==> src/rtl/onewire_slot_pkg.sv <==
package onewire_slot_pkg;

  typedef enum logic [1:0] {
    PH_IDLE    = 2'd0,
    PH_SLOT    = 2'd1,
    PH_RECOVER = 2'd2
  } phase_t;

  // control -> datapath
  typedef struct packed {
    logic loadCmd;
    logic clrCount;
    logic runTimer;
    logic inSlot;
  } slot_strobe_t;

  // datapath -> control
  typedef struct packed {
    logic slotEnd;
    logic recoverEnd;
  } slot_event_t;

endpackage

==> src/rtl/onewire_slot_datapath.sv <==
module onewire_slot_datapath
  import onewire_slot_pkg::*;
#(
  parameter int CYCLES_PER_TICK = 100,
  parameter int REG_LOW1_T      = 12,
  parameter int REG_LOW0_T      = 120,
  parameter int REG_SAMPLE_T    = 28,
  parameter int REG_SLOT_T      = 140,
  parameter int REG_RECOVER_T   = 2,
  parameter int OD_LOW1_T       = 2,
  parameter int OD_LOW0_T       = 15,
  parameter int OD_SAMPLE_T     = 4,
  parameter int OD_SLOT_T       = 20,
  parameter int OD_RECOVER_T    = 2
) (
  input  logic         clk,
  input  logic         rstN,
  input  slot_strobe_t strobe,
  input  logic [1:0]   cmdOp,
  input  logic         speedSel,
  input  logic         tickIn,
  input  logic         busIn,
  output slot_event_t  evt,
  output logic         driveLow,
  output logic         rxBit
);

  localparam int MAX_T  = (REG_SLOT_T > REG_RECOVER_T) ? REG_SLOT_T : REG_RECOVER_T;
  localparam int TICK_W = $clog2(MAX_T + 1) + 1;

  logic               isRead;
  logic               writeVal;
  logic               odSel;
  logic [1:0]         syncQ;
  logic               tick;
  logic [TICK_W-1:0]  tickCnt;
  logic [TICK_W-1:0]  lowLen;
  logic [TICK_W-1:0]  sampleAt;
  logic [TICK_W-1:0]  slotLen;
  logic [TICK_W-1:0]  recLen;
  logic               sampleHit;

  // command latch
  always_ff @(posedge clk) begin
    if (!rstN) begin
      isRead   <= 1'b0;
      writeVal <= 1'b0;
      odSel    <= 1'b0;
    end else if (strobe.loadCmd) begin
      isRead   <= cmdOp[1];
      writeVal <= cmdOp[0];
      odSel    <= speedSel;
    end
  end

  // two-flop synchronizer on the sensed line
  always_ff @(posedge clk) begin
    if (!rstN) syncQ <= 2'b11;
    else       syncQ <= {syncQ[0], busIn};
  end

  // tick source: internal divider or external strobe
  generate
    if (CYCLES_PER_TICK > 0) begin : gen_divider
      localparam int DIV_W = $clog2(CYCLES_PER_TICK + 1);
      logic [DIV_W-1:0] divCnt;
      logic             unusedTickIn;
      assign unusedTickIn = tickIn;
      assign tick = strobe.runTimer && (divCnt == DIV_W'(CYCLES_PER_TICK - 1));
      always_ff @(posedge clk) begin
        if (!rstN || !strobe.runTimer) divCnt <= '0;
        else if (tick)                 divCnt <= '0;
        else                           divCnt <= divCnt + 1'b1;
      end
    end else begin : gen_external
      assign tick = strobe.runTimer && tickIn;
    end
  endgenerate

  // timing table selected by latched speed
  always_comb begin
    if (odSel) begin
      lowLen   = (isRead || writeVal) ? TICK_W'(OD_LOW1_T) : TICK_W'(OD_LOW0_T);
      sampleAt = TICK_W'(OD_SAMPLE_T);
      slotLen  = TICK_W'(OD_SLOT_T);
      recLen   = TICK_W'(OD_RECOVER_T);
    end else begin
      lowLen   = (isRead || writeVal) ? TICK_W'(REG_LOW1_T) : TICK_W'(REG_LOW0_T);
      sampleAt = TICK_W'(REG_SAMPLE_T);
      slotLen  = TICK_W'(REG_SLOT_T);
      recLen   = TICK_W'(REG_RECOVER_T);
    end
  end

  // phase tick counter
  always_ff @(posedge clk) begin
    if (!rstN)                tickCnt <= '0;
    else if (strobe.clrCount) tickCnt <= '0;
    else if (tick)            tickCnt <= tickCnt + 1'b1;
  end

  assign evt.slotEnd    = tick && strobe.inSlot  && (tickCnt == slotLen - 1'b1);
  assign evt.recoverEnd = tick && !strobe.inSlot && (tickCnt == recLen - 1'b1);
  assign sampleHit      = tick && strobe.inSlot && isRead && (tickCnt == sampleAt - 1'b1);
  assign driveLow       = strobe.inSlot && (tickCnt < lowLen);

  always_ff @(posedge clk) begin
    if (!rstN)          rxBit <= 1'b0;
    else if (sampleHit) rxBit <= syncQ[1];
  end

  // the master must already have released the line when the read sample is taken
  AST_SAMPLE_RELEASED: assert property (@(posedge clk) disable iff (!rstN)
    sampleHit |-> !driveLow);

  // counter never passes the slot length inside a slot
  AST_COUNT_IN_SLOT: assert property (@(posedge clk) disable iff (!rstN)
    strobe.inSlot |-> (tickCnt < slotLen));

endmodule

==> src/rtl/onewire_slot_ctrl.sv <==
module onewire_slot_ctrl
  import onewire_slot_pkg::*;
(
  input  logic         clk,
  input  logic         rstN,
  input  logic         cmdValid,
  input  slot_event_t  evt,
  output slot_strobe_t strobe,
  output logic         busy,
  output logic         done
);

  phase_t phase;

  always_comb begin
    strobe          = '0;
    strobe.runTimer = (phase != PH_IDLE);
    strobe.inSlot   = (phase == PH_SLOT);
    strobe.loadCmd  = (phase == PH_IDLE) && cmdValid;
    strobe.clrCount = strobe.loadCmd || ((phase == PH_SLOT) && evt.slotEnd);
  end

  always_ff @(posedge clk) begin
    if (!rstN) begin
      phase <= PH_IDLE;
      done  <= 1'b0;
    end else begin
      done <= 1'b0;
      unique case (phase)
        PH_IDLE:    if (cmdValid) phase <= PH_SLOT;
        PH_SLOT:    if (evt.slotEnd) phase <= PH_RECOVER;
        PH_RECOVER: if (evt.recoverEnd) begin
                      phase <= PH_IDLE;
                      done  <= 1'b1;
                    end
        default:    phase <= PH_IDLE;
      endcase
    end
  end

  assign busy = (phase != PH_IDLE);

  AST_DONE_AFTER_RECOVER: assert property (@(posedge clk) disable iff (!rstN)
    done |-> $past(phase == PH_RECOVER));

  AST_START_NEEDS_REQUEST: assert property (@(posedge clk) disable iff (!rstN)
    $rose(busy) |-> $past(cmdValid));

endmodule

==> src/rtl/onewire_slot_engine.sv <==
module onewire_slot_engine
  import onewire_slot_pkg::*;
#(
  parameter int CYCLES_PER_TICK = 100,
  parameter int REG_LOW1_T      = 12,
  parameter int REG_LOW0_T      = 120,
  parameter int REG_SAMPLE_T    = 28,
  parameter int REG_SLOT_T      = 140,
  parameter int REG_RECOVER_T   = 2,
  parameter int OD_LOW1_T       = 2,
  parameter int OD_LOW0_T       = 15,
  parameter int OD_SAMPLE_T     = 4,
  parameter int OD_SLOT_T       = 20,
  parameter int OD_RECOVER_T    = 2
) (
  input  logic       clk,
  input  logic       rstN,
  input  logic       cmdValid,
  input  logic [1:0] cmdOp,
  input  logic       speedSel,
  input  logic       tickIn,
  input  logic       busIn,
  output logic       busDriveLow,
  output logic       busy,
  output logic       done,
  output logic       rxBit
);

  slot_strobe_t strobe;
  slot_event_t  evt;

  onewire_slot_ctrl u_ctrl (
    .clk      (clk),
    .rstN     (rstN),
    .cmdValid (cmdValid),
    .evt      (evt),
    .strobe   (strobe),
    .busy     (busy),
    .done     (done)
  );

  onewire_slot_datapath #(
    .CYCLES_PER_TICK (CYCLES_PER_TICK),
    .REG_LOW1_T      (REG_LOW1_T),
    .REG_LOW0_T      (REG_LOW0_T),
    .REG_SAMPLE_T    (REG_SAMPLE_T),
    .REG_SLOT_T      (REG_SLOT_T),
    .REG_RECOVER_T   (REG_RECOVER_T),
    .OD_LOW1_T       (OD_LOW1_T),
    .OD_LOW0_T       (OD_LOW0_T),
    .OD_SAMPLE_T     (OD_SAMPLE_T),
    .OD_SLOT_T       (OD_SLOT_T),
    .OD_RECOVER_T    (OD_RECOVER_T)
  ) u_datapath (
    .clk      (clk),
    .rstN     (rstN),
    .strobe   (strobe),
    .cmdOp    (cmdOp),
    .speedSel (speedSel),
    .tickIn   (tickIn),
    .busIn    (busIn),
    .evt      (evt),
    .driveLow (busDriveLow),
    .rxBit    (rxBit)
  );

  AST_RELEASED_WHEN_IDLE: assert property (@(posedge clk) disable iff (!rstN)
    !busy |-> !busDriveLow);

  AST_DONE_ENDS_BUSY: assert property (@(posedge clk) disable iff (!rstN)
    done |-> (!busy && $past(busy)));

  AST_RX_ONLY_IN_SLOT: assert property (@(posedge clk) disable iff (!rstN)
    !$stable(rxBit) |-> $past(busy));

  AST_DONE_SINGLE: assert property (@(posedge clk) disable iff (!rstN)
    done |=> !done);

endmodule

==> config.mk <==
export PLATFORM = sky130hd
export DESIGN_NAME = onewire_slot_engine
export DESIGN_NICKNAME = d
export VERILOG_FILES = /design/src/rtl/onewire_slot_pkg.sv /design/src/rtl/onewire_slot_datapath.sv /design/src/rtl/onewire_slot_ctrl.sv /design/src/rtl/onewire_slot_engine.sv
export SDC_FILE = /design/constraint.sdc
export NUM_CORES = 1
export LEC_CHECK = 0
export CAP_MARGIN = 20
export CORE_ASPECT_RATIO = 1.5
export CORE_MARGIN = 3
export CORE_UTILIZATION = 45
export DETAILED_ROUTE_END_ITERATION = 8
export HOLD_SLACK_MARGIN = 0.05
export PLACE_DENSITY = 0.67
export RECOVER_POWER = 25
export SYNTH_ARGS = -nofsm -noshare
export SYNTH_HDL_FRONTEND = slang
export SYNTH_SLANG_ARGS = --single-unit
==> constraint.sdc <==
create_clock -name clk -period 1.9 [get_ports clk]
set_input_delay 0.285 -clock clk [delete_from_list [all_inputs] [get_ports clk]]
set_output_delay 0.285 -clock clk [all_outputs]
set_load 0.05 [all_outputs]
==> metrics.txt, run 1 <==
Rows=23; All-Layer GR Usage=17.08%; CP startpoint kind=flop; P_sw=0.2653 mW; Yosys reg bits=25; nets=200; Seq pwr share=52.5%; syn_nets=169; top cells by area, synth=dfxtp_1 37%, ha_1 11%, xnor2_1 7.9%; remaining antenna violation count=0; leakage power=0.6982 nW; post-route minimum period=2.372 ns; Max Cap Viol=0; residual DRC count=0; Slew @ Worst Pin=0.5061 ns; IO buf count=10; via density per instance=5.310; CP Capture Point=busDriveLow; antenna violations before repair=0; async set or reset register ratio after synthesis=0%; R2R setup slack=0.03 ns; layout cells sized above 1=22.35%; Worst path max stage delay=0.32 ns; vias in the first global route=1141; Final period util=124.8%; post-layout util=63.04%; most common cell in the netlist=dfxtp_1; post-route cell area=1742 µm²; Slew Limit Fails=0; crit path cell chain=or2_4 > inv_4 > ha_4 > inv_4 > ha_4 > a21o_1 > a31oi_2 > o21ai_2 > a31oi_4 > buf_12; Layout Skew=0.002991 ns; CTS buffer count=3; WL final=2974 µm; status=complete, but fails checks; WP data required=1.62 ns; Crit. End Element=output port; IO Pins=12; Syn Area/Cell=8.977 µm²; Max-slew headroom=66.15%; top-area cell type share of the netlist area=37.42%; GP Congestion=0.7736; Die X=50.52 µm; Levels on crit path=10; Synth area leader=dfxtp_1; Clock transition at path regs=0.08 ns; maximum net fanout on the critical path=2; peak supply drop=0.4924 mV; power share of the combinational group=17.6%; Post-Syn Area=1338 µm²; gr ovfl total=0; total vias in the final route=1147; n_diodes=0; TritonCTS clock tree=built; final hold vios=0; failing checks=setup timing; Reg2Reg Depth=4; final setup vio count=1; Critical R2R Capture=u_ctrl.done; drt wl/cell=13.77 µm; placed inst area=1679 µm²; Core Area=2763 µm²; switch share=25.58%; drt initial violations=15; RSZ-0062 raised after global routing=true; Root Buffer=clkbuf_8; EDFF count, synth=0; Max Fclk=421.6 MHz; Total Die Area=3676 µm²; proportion of power drawn by the clock network=29.9%; Yosys warnings=0; Min-Delay Path Class=flop to flop; Post-DP HPWL=2256 µm; Setup Crit Path Kind=flop to output port; Synth Instances=149; post-synth cell types=39; Pint=0.7717 mW; Num Clock Sinks=25; sequential area share after synthesis=37.42%; Initial Utilization=48.41%; area grow syn2layout=30.22%; Power Total=1.037 mW; arrival time worst endpoint=2.09 ns; RR Startpoint=u_datapath.gen_divider.divCnt[3]; critical path's top delay family=compound AO/OA/AOI/OAI gates; Setup TNS=-0.4721 ns; clk_lat worst skew=0.27 ns; First-pass DRT Iterations=4; first-pass GRT wire length=4850 µm; Setup crit start=u_datapath.writeVal; Die Span Y=72.77 µm; Worst path slowest cell=dfxtp_2; commonest cells in the netlist=25 x dfxtp_1, 22 x nor2_1, 12 x ha_1, 12 x xnor2_1, 8 x inv_1; H-tree levels=1; Max clock buf depth=2; Final WS setup=-0.4721 ns; largest net degree at the start of global routing=15; main flop type after synthesis=dfxtp_1; crit path buf inv count=3; Power Dens Cells=595.4 nW/µm²
layout by cell type (no fill, tap or decap), types with 3 or more instances in the layout:
| cell type | Yosys | final |
|---|---|---|
| clkbuf_8 | 0 | 3 |
| nand3_1 | 6 | 6 |
| xor2_1 | 3 | 3 |
| nor4_1 | 7 | 6 |
| xnor2_1 | 12 | 12 |
| clkdlybuf4s50_1 | 0 | 6 |
| buf_4 | 1 | 19 |
| ha_1 | 12 | 10 |
| nand2_1 | 6 | 6 |
| nor2_1 | 22 | 22 |
| dfxtp_1 | 25 | 23 |
| inv_1 | 8 | 6 |
| mux2i_1 | 3 | 3 |
| nand2b_1 | 4 | 4 |
| nor3_1 | 3 | 3 |
| nand4_1 | 4 | 4 |
state kept, by name, indices dropped and copies added, names as in the netlist:
| signal | flops |
|---|---|
| u_datapath.odSel | 1 |
| u_datapath.tickCnt | 9 |
| u_datapath.isRead | 1 |
| u_datapath.rxBit | 1 |
| u_datapath.syncQ | 2 |
| u_datapath.gen_divider.divCnt | 7 |
| u_datapath.writeVal | 1 |
| u_ctrl.phase | 2 |
| u_ctrl.done | 1 |
how the worst min path moves through the flow:
stage | start | to | slack, ns | depth (start not counted)
3_3_place_gp | u_datapath.syncQ[0] | u_datapath.syncQ[1] | 0.39 | 1
3_5_place_dp | u_datapath.syncQ[0] | u_datapath.syncQ[1] | 0.40 | 1
4_1_cts | u_datapath.syncQ[0] | u_datapath.syncQ[1] | 0.42 | 1
2_1_floorplan | u_datapath.syncQ[0] | u_datapath.syncQ[1] | 0.39 | 1
6_report | u_datapath.syncQ[0] | u_datapath.syncQ[1] | 0.41 | 1
5_1_grt | u_datapath.syncQ[0] | u_datapath.syncQ[1] | 0.43 | 1
kinds of logic (layout without fill, tap and decap cells):
group                    Yosys count  count (layout)  share of synthesized area [%]
buffers and inverters             14              44                          4.958
flip-flops                        25              25                          37.42
AND/OR/NAND/NOR                   67              67                          27.13
adder cells (fa/ha/maj)           12              12                          11.23
AO/OA/AOI/OAI                     13              13                          7.203
XOR/XNOR                          15              15                          9.823
multiplexers                       3               3                          2.245
area by class of cell:
cell class / instances / area, µm²
tap: 37 / 46.29
clock buffer: 3 / 41.29
clock inverter: 1 / 5.005
inverter: 8 / 35.03
sequential: 25 / 503.0
timing repair buffer: 32 / 279.0
multi-input combinational: 110 / 832.0
fill: 256 / 1021
what timing repair did:
action | 4_1_cts | 5_1_grt
setup buffers | 0 | 0
gates cloned | 0 | 0
setup endpoints to repair | 11 | 10
hold buffers | 0 | 0
resized for setup | 3 | 6
power by group through the flow:
stage                     combinational, mW  sequential, mW  clock (mW)
after global routing                  0.198           0.546       0.337
final                                 0.182           0.545       0.310
after detailed placement              0.177           0.556           0
after floorplan                       0.103           0.555           0
after CTS                             0.178           0.544       0.323
after global placement                0.172           0.555           0
per-stage QoR:
| step | worst slack [ns] | hold slack, ns | instances |
|---|---|---|---|
| after floorplan | -0.1533 | 0.3863 | 149 |
| after global placement | -0.1607 | 0.3894 | 212 |
| after detailed placement | -0.1845 | 0.3997 | 212 |
| after CTS | -0.4860 | 0.4210 | 216 |
| after global routing | -0.5663 | 0.4326 | 216 |
| final | -0.4721 | 0.4148 | 216 |
metal layers:
metal  wire (µm)  track usage, %
met3          65           1.840
met2        1631           32.70
met4          69           7.485
met5           0               0
met1        1207           18.39
No activity file was read; power rests on OpenSTA's default activity.
==> run 2, diff against run 1 <==
--- a/config.mk
+++ b/config.mk
@@ -11,8 +11,6 @@
 export CORE_UTILIZATION = 45
 export DETAILED_ROUTE_END_ITERATION = 8
 export HOLD_SLACK_MARGIN = 0.05
-export PLACE_DENSITY = 0.67
-export RECOVER_POWER = 25
 export SYNTH_ARGS = -nofsm -noshare
 export SYNTH_HDL_FRONTEND = slang
 export SYNTH_SLANG_ARGS = --single-unit
==> constraint.sdc (replaced) <==
create_clock -name clk -period 2.8 [get_ports clk]
set_input_delay 0.42 -clock clk [delete_from_list [all_inputs] [get_ports clk]]
set_output_delay 0.42 -clock clk [all_outputs]
set_load 0.05 [all_outputs]
==> run 2 against run 1 <==
The flow now finishes without violations. Non-clock buffer count shrank 20. Hold slack gained 0.015 ns. Flip-flop and latch count is the same. Routed wire length shrank 14%. Clock-buffer cell count grew 1. Register-to-register slack gained 0.63 ns. Cell area shrank 11%. Core utilization shrank 7.0 points. Worst setup slack gained 0.58 ns. Sequential share of layout area grew 3.6 points. Critical path depth is the same.
==> metrics.txt, run 2 (synthesis results as in run 1) <==
Power Dens Cells=435.5 nW/µm² (-27%); RR Startpoint=u_datapath.tickCnt[0]; WL final=2565 µm (-14%); gr ovfl total=0 (unchanged); post-place setup slack=0.2804 ns (+0.4649 ns); most common cell after layout, fill and taps aside=dfxtp_1; drt initial violations=12 (-3); status=completed; Num Clock Sinks=25 (unchanged); Root Buffer=clkbuf_8; Worst path slowest cell=dfxtp_2; clk_lat worst skew=0.27 ns (about the same); Slew Limit Fails=0 (unchanged); Clock transition at path regs=0.08 ns (about the same); arrival time worst endpoint=2.27 ns (+0.18 ns); Setup TNS=0 ns (+0.4721 ns); Core Area=2763 µm² (unchanged); WP data required=2.38 ns (+0.76 ns); peak supply drop=0.3304 mV (-33%); Max clock buf depth=2 (unchanged); Critical Path Most Common Cell=a31oi_1; total vias in the final route=1049 (-8.5%); Die X=50.52 µm (unchanged); residual DRC count=0 (unchanged); final hold vios=0 (unchanged); layout cells sized above 1=9.434% (-13 points); GP Congestion=0.8048 (+4.0%); Final WS setup=0.1079 ns (+0.5800 ns); Layout Skew=0.003827 ns (+0.0008359 ns); post-route minimum period=2.692 ns; FILL cells=287 (+12%); largest net degree at the start of global routing=14 (-1); first-pass GRT wire length=4609 µm (-5.0%); HP Start=u_datapath.syncQ[0]; vias in the first global route=1085 (-4.9%); Crit. End Element=output port; IO buf count=10 (unchanged); IO Pins=12 (unchanged); Reg area=503.0 µm² (unchanged); Slew @ Worst Pin=0.5644 ns (+0.05831 ns); critical path's top delay family=compound AO/OA/AOI/OAI gates; Post-DP HPWL=1951 µm (-13%); antenna violations before repair=0 (unchanged); Rows=23 (unchanged); maximum net fanout on the critical path=3 (+1); Initial Utilization=48.41% (unchanged); Total Die Area=3676 µm² (unchanged); Die Span Y=72.77 µm (unchanged); via density per instance=5.352 (+0.79%); CTS buffer count=3 (unchanged); H-tree levels=1 (unchanged); n_diodes=0 (unchanged); nets=180 (-10%); area grow syn2layout=15.72%; Multi-input gate area=785.8 µm² (-5.6%); Largest regs=u_datapath.tickCnt x9, u_datapath.gen_divider.divCnt x7; max reg flops=9 (unchanged); Final period util=96.15%; commonest cells after routing, fill and taps aside=23 x dfxtp_1, 22 x nor2_1, 12 x xnor2_1, 11 x ha_1, 9 x clkdlybuf4s50_1; CP startpoint kind=flop; Setup Crit Path Kind=flop to output port; Worst path max stage delay=0.33 ns (about the same); Max Fclk=371.5 MHz; All-Layer GR Usage=16.21% (-0.87 points); leakage power=0.5977 nW (-14%); Power Total=0.6740 mW (-35%); Setup crit start=u_datapath.isRead; First-pass DRT Iterations=4 (unchanged); TritonCTS clock tree=built; remaining antenna violation count=0 (unchanged); crit path buf inv count=3 (unchanged); drt wl/cell=13.09 µm (-5.0%); final setup vio count=0 (-1); Most flops, register=u_datapath.tickCnt; crit path cell chain=or2_4 > inv_2 > ha_1 > inv_1 > ha_4 > a21o_1 > a31oi_1 > o21ai_1 > a31oi_1 > bufbuf_16; Max Cap Viol=0 (unchanged); Max-slew headroom=62.02% (-4.1 points); Min-Delay Path Class=flop to flop; RSZ-0062 raised after global routing=false
## run 2: worst register-to-register path: cells and delay by family (launching register included)
family | cells | cell delay, ns
AOI/OAI and AO/OA | 2 | 0.45
DFF | 1 | 0.48
and+or+nand+nor | 2 | 0.82
adders and majority gates | 1 | 0.27
## run 2: timing repair
action / in CTS / in global routing
setup endpoints to repair: 1 / 1
gates cloned: 0 / 0
pin swaps: 1 / 3
hold buffers: 0 / 0
resized for setup: 0 / 7
buffers inserted: 0 / 0
## run 2: path summary, 6_finish.rpt
path,endpoint,slack [ns],cells past startpoint
max,busDriveLow,0.11,10
min,u_datapath.syncQ[1],0.43,1
max reg2reg,u_datapath.tickCnt[1],0.66,5
min reg2reg,u_datapath.syncQ[1],0.43,1
## run 2: final cells by class
type / instances / area share (%)
timing repair buffer: 12 / 8.893
inverter: 8 / 1.940
clock buffer: 4 / 2.910
tap: 37 / 2.991
sequential: 25 / 32.50
multi-input combinational: 110 / 50.77
## run 2: through the flow
step | hold WS, ns | instances | cell area, µm² | util, %
after floorplan | 0.3863 | 149 | 1338 | -
after global placement | 0.3967 | 192 | 1473 | 53.31
after detailed placement | 0.4061 | 192 | 1473 | 53.31
after CTS | 0.4314 | 196 | 1518 | 54.94
after global routing | 0.4522 | 196 | 1548 | 56.02
final | 0.4298 | 196 | 1548 | 56.02
## run 2: routing by layer
| layer | GRT usage (%) | share of wire (%) | vias up |
|---|---|---|---|
| met2 | 29.65 | 51 | 12 |
| met5 | 0 | 0 | - |
| li1 | - | - | 539 |
| met1 | 17.43 | 44 | 492 |
| met4 | 8.683 | 2.2 | 0 |
| met3 | 2.658 | 2.5 | 6 |
## run 2: report_power, final
| part | internal, mW | switching (mW) | total [mW] |
|---|---|---|---|
| Combinational | 0.0469 | 0.0467 | 0.0936 |
| Sequential | 0.363 | 0.00666 | 0.370 |
| Clock | 0.102 | 0.109 | 0.211 |
==> run 3, diff against run 2 <==
--- a/config.mk
+++ b/config.mk
@@ -11,6 +11,8 @@
 export CORE_UTILIZATION = 45
 export DETAILED_ROUTE_END_ITERATION = 8
 export HOLD_SLACK_MARGIN = 0.05
+export SKIP_LAST_GASP = 1
 export SYNTH_ARGS = -nofsm -noshare
 export SYNTH_HDL_FRONTEND = slang
 export SYNTH_SLANG_ARGS = --single-unit
+export TNS_END_PERCENT = 100
==> results of run 3 <==
The final DEF is identical to that of run 2; final timing and power are the same.
